`src/rtl/esc_dec_pkg.sv`:
```
package esc_dec_pkg;

   localparam int unsigned DEF_BYTE_W   = 8;
   localparam int unsigned DEF_CODE_W   = 3;
   localparam int unsigned DEF_PREFIX   = 1;
   localparam logic [7:0]  DEF_ESC_BYTE = 8'h1B;
   // literal bytes restored for codes 0..3, code 0 in the low byte
   localparam logic [31:0] DEF_LIT_BYTES = {8'h1B, 8'h00, 8'h13, 8'h11};

   typedef enum logic {
      DS_PLAIN     = 1'b0,
      DS_AFTER_ESC = 1'b1
   } dec_state_e;

endpackage

```
`src/rtl/esc_field_check.sv`:
```
module esc_field_check #(
   parameter int unsigned BYTE_W     = 8,
   parameter int unsigned CODE_W     = 3,
   parameter int unsigned PREFIX_VAL = 1
) (
   input  logic [BYTE_W-1:0] data_i,
   output logic [CODE_W-1:0] code_o,
   output logic              ok_o
);
   localparam int unsigned PREFIX_W = BYTE_W - 2*CODE_W;

   logic [PREFIX_W-1:0] prefix_f;
   logic [CODE_W-1:0]   inv_f;
   logic                prefix_ok;
   logic                inv_ok;

   assign prefix_f  = data_i[BYTE_W-1 -: PREFIX_W];
   assign inv_f     = data_i[2*CODE_W-1 : CODE_W];
   assign code_o    = data_i[CODE_W-1:0];
   assign prefix_ok = (prefix_f == PREFIX_W'(PREFIX_VAL));
   assign inv_ok    = (inv_f == ~code_o);
   assign ok_o      = prefix_ok & inv_ok;

endmodule

```
`src/rtl/esc_code_map.sv`:
```
module esc_code_map #(
   parameter int unsigned BYTE_W = 8,
   parameter int unsigned CODE_W = 3,
   parameter int unsigned NLIT   = 4,
   parameter logic [NLIT*BYTE_W-1:0] LIT_BYTES = '0
) (
   input  logic [CODE_W-1:0] code_i,
   output logic [BYTE_W:0]   sym_o
);
   localparam int unsigned NCODE = 1 << CODE_W;

   logic [BYTE_W:0] tbl [NCODE];

   for (genvar c = 0; c < NCODE; c++) begin : g_code
      if (c < NLIT) begin : g_lit
         assign tbl[c] = {1'b0, LIT_BYTES[c*BYTE_W +: BYTE_W]};
      end else begin : g_comma
         assign tbl[c] = {1'b1, {(BYTE_W-CODE_W){1'b0}}, CODE_W'(c)};
      end
   end

   assign sym_o = tbl[code_i];

endmodule

```
`src/rtl/esc_out_stage.sv`:
```
module esc_out_stage #(
   parameter int unsigned SYM_W = 9
) (
   input  logic             clk,
   input  logic             rst_n,
   input  logic             load_i,
   input  logic [SYM_W-1:0] sym_i,
   input  logic             hold_i,
   output logic             valid_o,
   output logic [SYM_W-1:0] sym_o,
   output logic             stall_o
);
   always_ff @(posedge clk or negedge rst_n) begin
      if (!rst_n) begin
         valid_o <= 1'b0;
         sym_o   <= '0;
      end else if (load_i) begin
         valid_o <= 1'b1;
         sym_o   <= sym_i;
      end else if (valid_o && !hold_i) begin
         valid_o <= 1'b0;
      end
   end

   assign stall_o = valid_o & hold_i;

endmodule

```
`src/rtl/esc_comma_decoder.sv`:
```
module esc_comma_decoder
   import esc_dec_pkg::*;
#(
   parameter int unsigned BYTE_W     = DEF_BYTE_W,
   parameter int unsigned CODE_W     = DEF_CODE_W,
   parameter int unsigned PREFIX_VAL = DEF_PREFIX,
   parameter logic [7:0]  ESC_BYTE   = DEF_ESC_BYTE,
   parameter logic [31:0] LIT_BYTES  = DEF_LIT_BYTES
) (
   input  logic          clk,
   input  logic          rst_n,
   input  logic [7:0]    in_byte,
   input  logic          in_en,
   output logic          in_busy,
   output logic [8:0]    out_sym,
   output logic          out_valid,
   input  logic          out_hold,
   output logic          err_pulse
);
   localparam int unsigned SYM_W = BYTE_W + 1;
   localparam int unsigned NLIT  = 1 << (CODE_W - 1);

   if (BYTE_W != 8) begin : g_bad_byte_w
      $error("esc_comma_decoder: BYTE_W must be 8");
   end
   if (BYTE_W < 2*CODE_W + 1) begin : g_bad_code_w
      $error("esc_comma_decoder: no room for prefix");
   end
   if (NLIT*BYTE_W != 32) begin : g_bad_lit
      $error("esc_comma_decoder: literal table width mismatch");
   end

   dec_state_e       state_q, state_n;
   logic             accept;
   logic             stall;
   logic             load;
   logic [SYM_W-1:0] sym_n;
   logic             bad_n;
   logic [CODE_W-1:0] code;
   logic             fmt_ok;
   logic [SYM_W-1:0] map_sym;
   logic             esc_pending;

   esc_field_check #(
      .BYTE_W(BYTE_W), .CODE_W(CODE_W), .PREFIX_VAL(PREFIX_VAL)
   ) field_i (
      .data_i(in_byte), .code_o(code), .ok_o(fmt_ok)
   );

   esc_code_map #(
      .BYTE_W(BYTE_W), .CODE_W(CODE_W), .NLIT(NLIT), .LIT_BYTES(LIT_BYTES)
   ) map_i (
      .code_i(code), .sym_o(map_sym)
   );

   esc_out_stage #(.SYM_W(SYM_W)) out_i (
      .clk(clk), .rst_n(rst_n), .load_i(load), .sym_i(sym_n),
      .hold_i(out_hold), .valid_o(out_valid), .sym_o(out_sym),
      .stall_o(stall)
   );

   assign in_busy     = stall;
   assign accept      = in_en & ~stall;
   assign esc_pending = (state_q == DS_AFTER_ESC);

   always_comb begin
      state_n = state_q;
      load    = 1'b0;
      sym_n   = '0;
      bad_n   = 1'b0;
      if (accept) begin
         unique case (state_q)
            DS_PLAIN: begin
               if (in_byte == ESC_BYTE) begin
                  state_n = DS_AFTER_ESC;
               end else begin
                  load  = 1'b1;
                  sym_n = {1'b0, in_byte};
               end
            end
            DS_AFTER_ESC: begin
               state_n = DS_PLAIN;
               if (fmt_ok) begin
                  load  = 1'b1;
                  sym_n = map_sym;
               end else begin
                  bad_n = 1'b1;
               end
            end
            default: state_n = DS_PLAIN;
         endcase
      end
   end

   always_ff @(posedge clk or negedge rst_n) begin
      if (!rst_n) begin
         state_q   <= DS_PLAIN;
         err_pulse <= 1'b0;
      end else begin
         state_q   <= state_n;
         err_pulse <= bad_n;
      end
   end

endmodule

```
`config.mk`:
```
export PLATFORM = sky130hd
export DESIGN_NAME = esc_comma_decoder
export DESIGN_NICKNAME = d
export VERILOG_FILES = /design/src/rtl/esc_dec_pkg.sv /design/src/rtl/esc_field_check.sv /design/src/rtl/esc_code_map.sv /design/src/rtl/esc_out_stage.sv /design/src/rtl/esc_comma_decoder.sv
export SDC_FILE = /design/constraint.sdc
export NUM_CORES = 1
export LEC_CHECK = 0
export CORE_MARGIN = 3
export CORE_UTILIZATION = 38
export DETAILED_ROUTE_END_ITERATION = 7
export PLACE_DENSITY = 0.71
export SLEW_MARGIN = 20
export SYNTH_ARGS = -nofsm -noshare
export SYNTH_HDL_FRONTEND = slang
export SYNTH_SLANG_ARGS = --single-unit
```
`constraint.sdc`:
```
create_clock -name clk -period 1.5 [get_ports clk]
set_input_delay 0.3 -clock clk [delete_from_list [all_inputs] [get_ports clk]]
set_output_delay 0.3 -clock clk [all_outputs]
set_load 0.02 [all_outputs]
```
== After elaboration in Yosys (flattened, before gate mapping) ==
Memories as Yosys holds them, arrays and structs flattened.
Cells that the tools add are included.
Cells by class
  order comparisons: 1
  equality and inequality tests: 3
  muxes and demuxes: 17
  bitwise operators: 7
  reductions and logical operators: 3
Operators with widths (count)
  $mux 9: 4
  $pmux 9 s2: 1
  $mux 1: 9
  $eq 8x5->1 const B: 1
  $mux 8: 1
  $ge 4x4->1 const B: 1
  $not 3->4: 1
  $pmux 1 s2: 2
  $and 1x1->1: 3
  $eq 3x3->1: 1
  $not 3->3: 1
  $eq 2x1->1 const B: 1
  $not 1->1: 2
  $reduce_bool 2->1: 1
  $logic_and 1x1->1: 1
  $logic_not 1->1: 1
Storage, ports and cells
  flip-flop bits (word level): 12
  bits in read-only memories: 72
  input port bits: 12
  output and inout port bits: 12
  word-level logic and storage cells: 36
  memories: 1
Memories
  (no name shown): words 8, bits a word 9, rd ports 1, clocked after memory_dff 0, wr ports 0, RTL line esc_code_map.sv:22  | assign sym_o = tbl[code_i];

== Depth between registers and ports, before layout ==
  depth after elaboration: 7
  depth in mapped cells: 5
  mapped depth without buffers: 4

== By module ==
From an unflattened synthesis, not the netlist that was laid out.
Second synthesis, totals
  cell total of the unflattened synthesis: 75
  area total of the unflattened synthesis: 803.3 um2
By module, submodules not included
  esc_out_stage: instances 1, cells an instance 22, area each 411.6 um2, seq. area each 250.2 um2
  esc_comma_decoder: instances 1, cells an instance 32, area each 259.0 um2, seq. area each 50.0 um2
  esc_code_map: instances 1, cells an instance 13, area each 71.3 um2, seq. area each 0.0 um2
  esc_field_check: instances 1, cells an instance 8, area each 61.3 um2, seq. area each 0.0 um2

== Least setup slack after synthesis ==
OpenSTA, ideal clock, no wires.
  path type: input port to flip-flop
  from: input port in_byte[7]
  to: register out_i.sym_o[1]
  library setup time: 125 ps
  arrival: 1650 ps
  required time: 1375 ps
  slack: -275 ps
  stages: 5
  path buffers: 1
  cell sequence: or4b_4 > o31ai_4 > a21o_1 > buf_6 > mux2_4
On the way
  word-level cells in the longest chain between the ends: 5
  elaborated cells on any way between the ends: 11
  those cells by class: 2 x eq/ne; 8 x mux; 1 x bitwise
RTL lines
  from (decl): RTL line esc_comma_decoder.sv:12  | input logic [7:0] in_byte,
  $eq 2x1->1: RTL line esc_field_check.sv:20  | assign prefix_ok = (prefix_f == PREFIX_W'(PREFIX_VAL));
  $and 1x1->1: RTL line esc_field_check.sv:22  | assign ok_o = prefix_ok & inv_ok;
  $mux 9 or $mux 1 (tied branches): RTL line esc_comma_decoder.sv:83  | if (fmt_ok) begin
  $pmux 9 s2 or $pmux 1 s2 (tied branches): RTL line esc_comma_decoder.sv:72  | unique case (state_q)
  $mux 9 or $mux 1 (tied branches): RTL line esc_comma_decoder.sv:71  | if (accept) begin
  to (signal assigned): RTL line esc_out_stage.sv:19  | sym_o <= sym_i;
  to (decl): RTL line esc_out_stage.sv:10  | output logic [SYM_W-1:0] sym_o,
Parallel ways exist; a longest one is shown, timed or not.
A chain may end at the register's enable or synchronous reset.

== Worst setup path after layout ==
  from: input port in_byte[2]
  to: register out_i.sym_o[4]
On the way
  word-level cells in the longest chain between the ends: 7
  elaborated cells on any way between the ends: 16
  those cells by class: 2 x eq/ne; 10 x mux; 3 x bitwise; 1 x memory
RTL lines (RTL line)
  $not 3->4 (implied by the code): esc_code_map.sv:22
  $mem_v2 8x9
  $mux 9 (implied by the code) (2 in a row): esc_code_map.sv:22
  $mux 9: esc_comma_decoder.sv:83
  $pmux 9 s2: esc_comma_decoder.sv:72
  $mux 9: esc_comma_decoder.sv:71
Parallel ways exist; a longest one is shown, timed or not. The select of a mux whose other input is x is not followed.

==> results list <==
- Setup Skew: 0.00597 ns
- End-of-flow core utilization: 0.654
- In this run the cell area measured after placement is 986 um2.
- In this run the count of I/O pins placed on the die edge is 24.
- Counting distinct cell types in the post-synthesis netlist gives 23.
- Post-placement setup slack: -0.743 ns
- The endpoint identified for the worst register-to-register timing path is out_i.sym_o[4].
- CP Data Required Time: 1.67 ns
* Power per Cell Area: 1160 mW/mm2
* Count of vias placed by the detailed router: 542
- The count of nets left with antenna violations once routing finished came out at 0.
- The run finished with clean final reports.
- After detailed routing, the number of remaining DRC violations is 0.
- Final nets: 107
* Number of stages on the worst hold path: 2
* Placeable Area: 0.00156 mm2
- Final period demand of the worst path: 1.47 ns
- Vias in the first global route: 503
* Register-to-register setup slack: 0.12 ns
- Routed len/inst: 13.6 um
- Entering global routing, the biggest net connects 13 pins.
- The path class of the tightest hold or removal check is input pin to flop.
* Highest Clock Rate: 678 MHz
- Later-pin clock latency in the skew report: 0.27 ns
- Clock tree synthesis inserted a total of 3 buffers.
- Unrepaired setup endpoints after global routing: no
- In this run the most critical hold path is launched from in_byte[7].
- For the worst flop-to-flop path, the logic depth is 5.
- Clock-pin slew was measured on the worst setup and hold paths at 0.08 ns.
- First-pass GRT wire length: 2.32 mm
- The number of antenna violations at the first check in global routing is 0.
- For this run, the total global-route usage over all layers was measured as 0.152.
- Top cell type by total area after synthesis: sky130_fd_sc_hd__dfrtp_1
- The final layout contains routed wiring with a total length of 1.50 mm.
* Total count of hold-check failures in the final report: 0
- Share of post-route cells with drive strength above 1: 0.362
- Maximum fanout along the worst path: 6
- Setup total negative slack: 0 ns
- VDD sags by at most 0.526 mV.
- Compared with the post-synthesis result, the final layout area differs by 57.0%.
* Avg Synthesized Cell Area: 11.8 um2
- The count of pins over their slew limit was 0.
* CTS hold repair buffers: 0
* Total non-filler cell area in the finished layout: 0.00102 mm2
- Initial cell density of the core: 0.417
- H-Tree Depth: 1
- In this run the tool buffered the top-level ports with 23 buffer cells.
- The floorplan step set the die width to 47.3 um.
- Routability-driven placement finished with a final weighted congestion of 0.767.
* Nets in the synthesized netlist: 67
- The synthesized netlist occupies a cell area of 649 um2.
- Hold is met by 0.277 ns.
* Data arrival time of the critical path: 1.64 ns
- In the post-synthesis netlist, the cell with the most instances is sky130_fd_sc_hd__dfrtp_1.
- Worst r2r src: esc_pending
- Type of the worst setup path: input pin to flop
- Global routing finished with a remaining overflow of 0.
- The cell count after synthesis came out at 55.
- Drt initial violations: 4
- Slack of the critical path: 0.0251 ns
- STA classifies the critical path startpoint as an input pin.
- The commonest cells after synthesis are 12 x sky130_fd_sc_hd__dfrtp_1, 6 x sky130_fd_sc_hd__inv_1, 4 x sky130_fd_sc_hd__mux2_4, 4 x sky130_fd_sc_hd__nand2_1.
- For this run, the number of Yosys warnings is 0.
- Number of synthesized register bits: 12
- Setup violations remaining at the end of the flow were counted as 0.
- Share of the synthesized area in the top cell type: 0.462
- Post-CTS timing repair inserted 0 buffers for setup.
- Count of antenna diodes in the layout: 0
- Clock tree synthesis selected as its root buffer the cell sky130_fd_sc_hd__clkbuf_4.
- Counting along the longest clock path gives a buffer depth of 2.
- TritonCTS built the clock tree.
- Measured against its own limit, the worst slew margin works out to 0.774.
- For this run, asynchronously set or reset flops after synthesis account for 1.00.
* Reported leakage power: 0.549 nW
* Final critical-path share of the clock period: 0.983
* EDFF count, synth: 0
* Overall die height: 47.3 um
- Length of the first detailed-routing pass in iterations: 3
* Most instantiated flip-flop cell in the synthesis netlist: sky130_fd_sc_hd__dfrtp_1
- Counting every sink on the clock net gives 12.
- Using the TritonRoute via totals, the vias-per-cell ratio works out to 4.93.
* Std-Cell Rows: 14
- Type of destination of the critical path: flop
- Leading cell types by total area after synthesis: sky130_fd_sc_hd__dfrtp_1 46%, sky130_fd_sc_hd__mux2_4 9.2%, sky130_fd_sc_hd__a22o_1 4.0%, sky130_fd_sc_hd__xor2_1 4.0%, sky130_fd_sc_hd__buf_6 3.5%
- The path with the worst hold slack has its endpoint at out_i.sym_o[7].
* Fraction of the yosys area taken by sequential cells: 0.462
- The die covers 0.00224 mm2.
- After legalization and detailed placement, the total HPWL measured 1.22 mm.
* Max Cap Violations: 0
- At the pin with the least slew margin, the transition time is 0.337 ns.
kinds of logic after synthesis:
| group | after synthesis | synth area share |
|---|---|---|
| flops | 12 | 0.462 |
| buf+inv | 8 | 0.0694 |
| xor+xnor | 3 | 0.0405 |
| mux | 6 | 0.123 |
| compound gates | 13 | 0.168 |
| simple gates | 13 | 0.137 |
per-stage QoR:
step	cells	power (mW)
CTS	110	1.19
detailed placement	106	0.984
global route	110	1.25
finish	110	1.18
floorplan	55	0.722
global placement	106	0.972
placed cells by master (no fill, tap or decap), types with 2 or more instances in the layout:
cell type                          n
sky130_fd_sc_hd__buf_6             3
sky130_fd_sc_hd__mux2i_1           2
sky130_fd_sc_hd__a22o_1            3
sky130_fd_sc_hd__o21ai_0           3
sky130_fd_sc_hd__dlygate4sd2_1    14
sky130_fd_sc_hd__nand2_1           4
sky130_fd_sc_hd__nand4b_1          2
sky130_fd_sc_hd__mux2_4            4
sky130_fd_sc_hd__inv_1             6
sky130_fd_sc_hd__xor2_1            3
sky130_fd_sc_hd__dfrtp_1          12
sky130_fd_sc_hd__buf_2             2
sky130_fd_sc_hd__clkbuf_4          3
sky130_fd_sc_hd__clkdlybuf4s50_1   2
sky130_fd_sc_hd__buf_4            13
sky130_fd_sc_hd__nor2_1            2
cell type report:
| class | count | area, um2 |
|---|---|---|
| clock buffer | 4 | 36.3 |
| fill | 135 | 539 |
| inverter | 6 | 22.5 |
| multi-input combinational | 35 | 323 |
| sequential | 12 | 300 |
| tap | 16 | 20.0 |
| timing repair buffer | 37 | 318 |
report_power, final:
part	leakage [nW]	switching, mW	internal [mW]
clock	0.0210	0.112	0.148
combinational	0.379	0.231	0.239
sequential	0.149	0.0471	0.402
total	0.549	0.389	0.788
worst max path at each step:
stage / endpoint / slack [ns] / from
2_1_floorplan: out_i.sym_o[1] / -0.23 / in_byte[7]
3_3_place_gp: out_i.sym_o[3] / -0.72 / in_byte[7]
3_5_place_dp: out_i.sym_o[4] / -0.74 / in_byte[7]
4_1_cts: out_i.sym_o[4] / -0.05 / in_byte[2]
5_1_grt: out_i.sym_o[3] / 0.01 / in_byte[5]
6_report: out_i.sym_o[4] / 0.03 / in_byte[2]
per-layer routing:
metal	part of all wire	GRT usage	up-vias	routed length, um
met3	0.047	0.0230	4	71
li1	-	-	275	-
met2	0.48	0.251	14	724
met4	0.023	0.0829	0	35
met5	0	0	-	0
met1	0.45	0.188	249	668
timing repair:
action / in CTS / in global routing
resized for setup: 38 / 4
setup endpoints to repair: 23 / 7
pin swaps: 3 / 1
registers in the layout (all words and copies together), names as in the netlist:
signal         flops
esc_pending        1
out_i.valid_o      1
out_i.sym_o        9
err_pulse          1
worst max-delay path: stages:
cell and delay [ns]:
sky130_fd_sc_hd__buf_6 0.09, sky130_fd_sc_hd__or4b_4 0.55, sky130_fd_sc_hd__o31ai_4 0.22, sky130_fd_sc_hd__a21o_4 0.17, sky130_fd_sc_hd__mux2_4 0.30
Note: power is estimated with default switching activity, not from simulation.
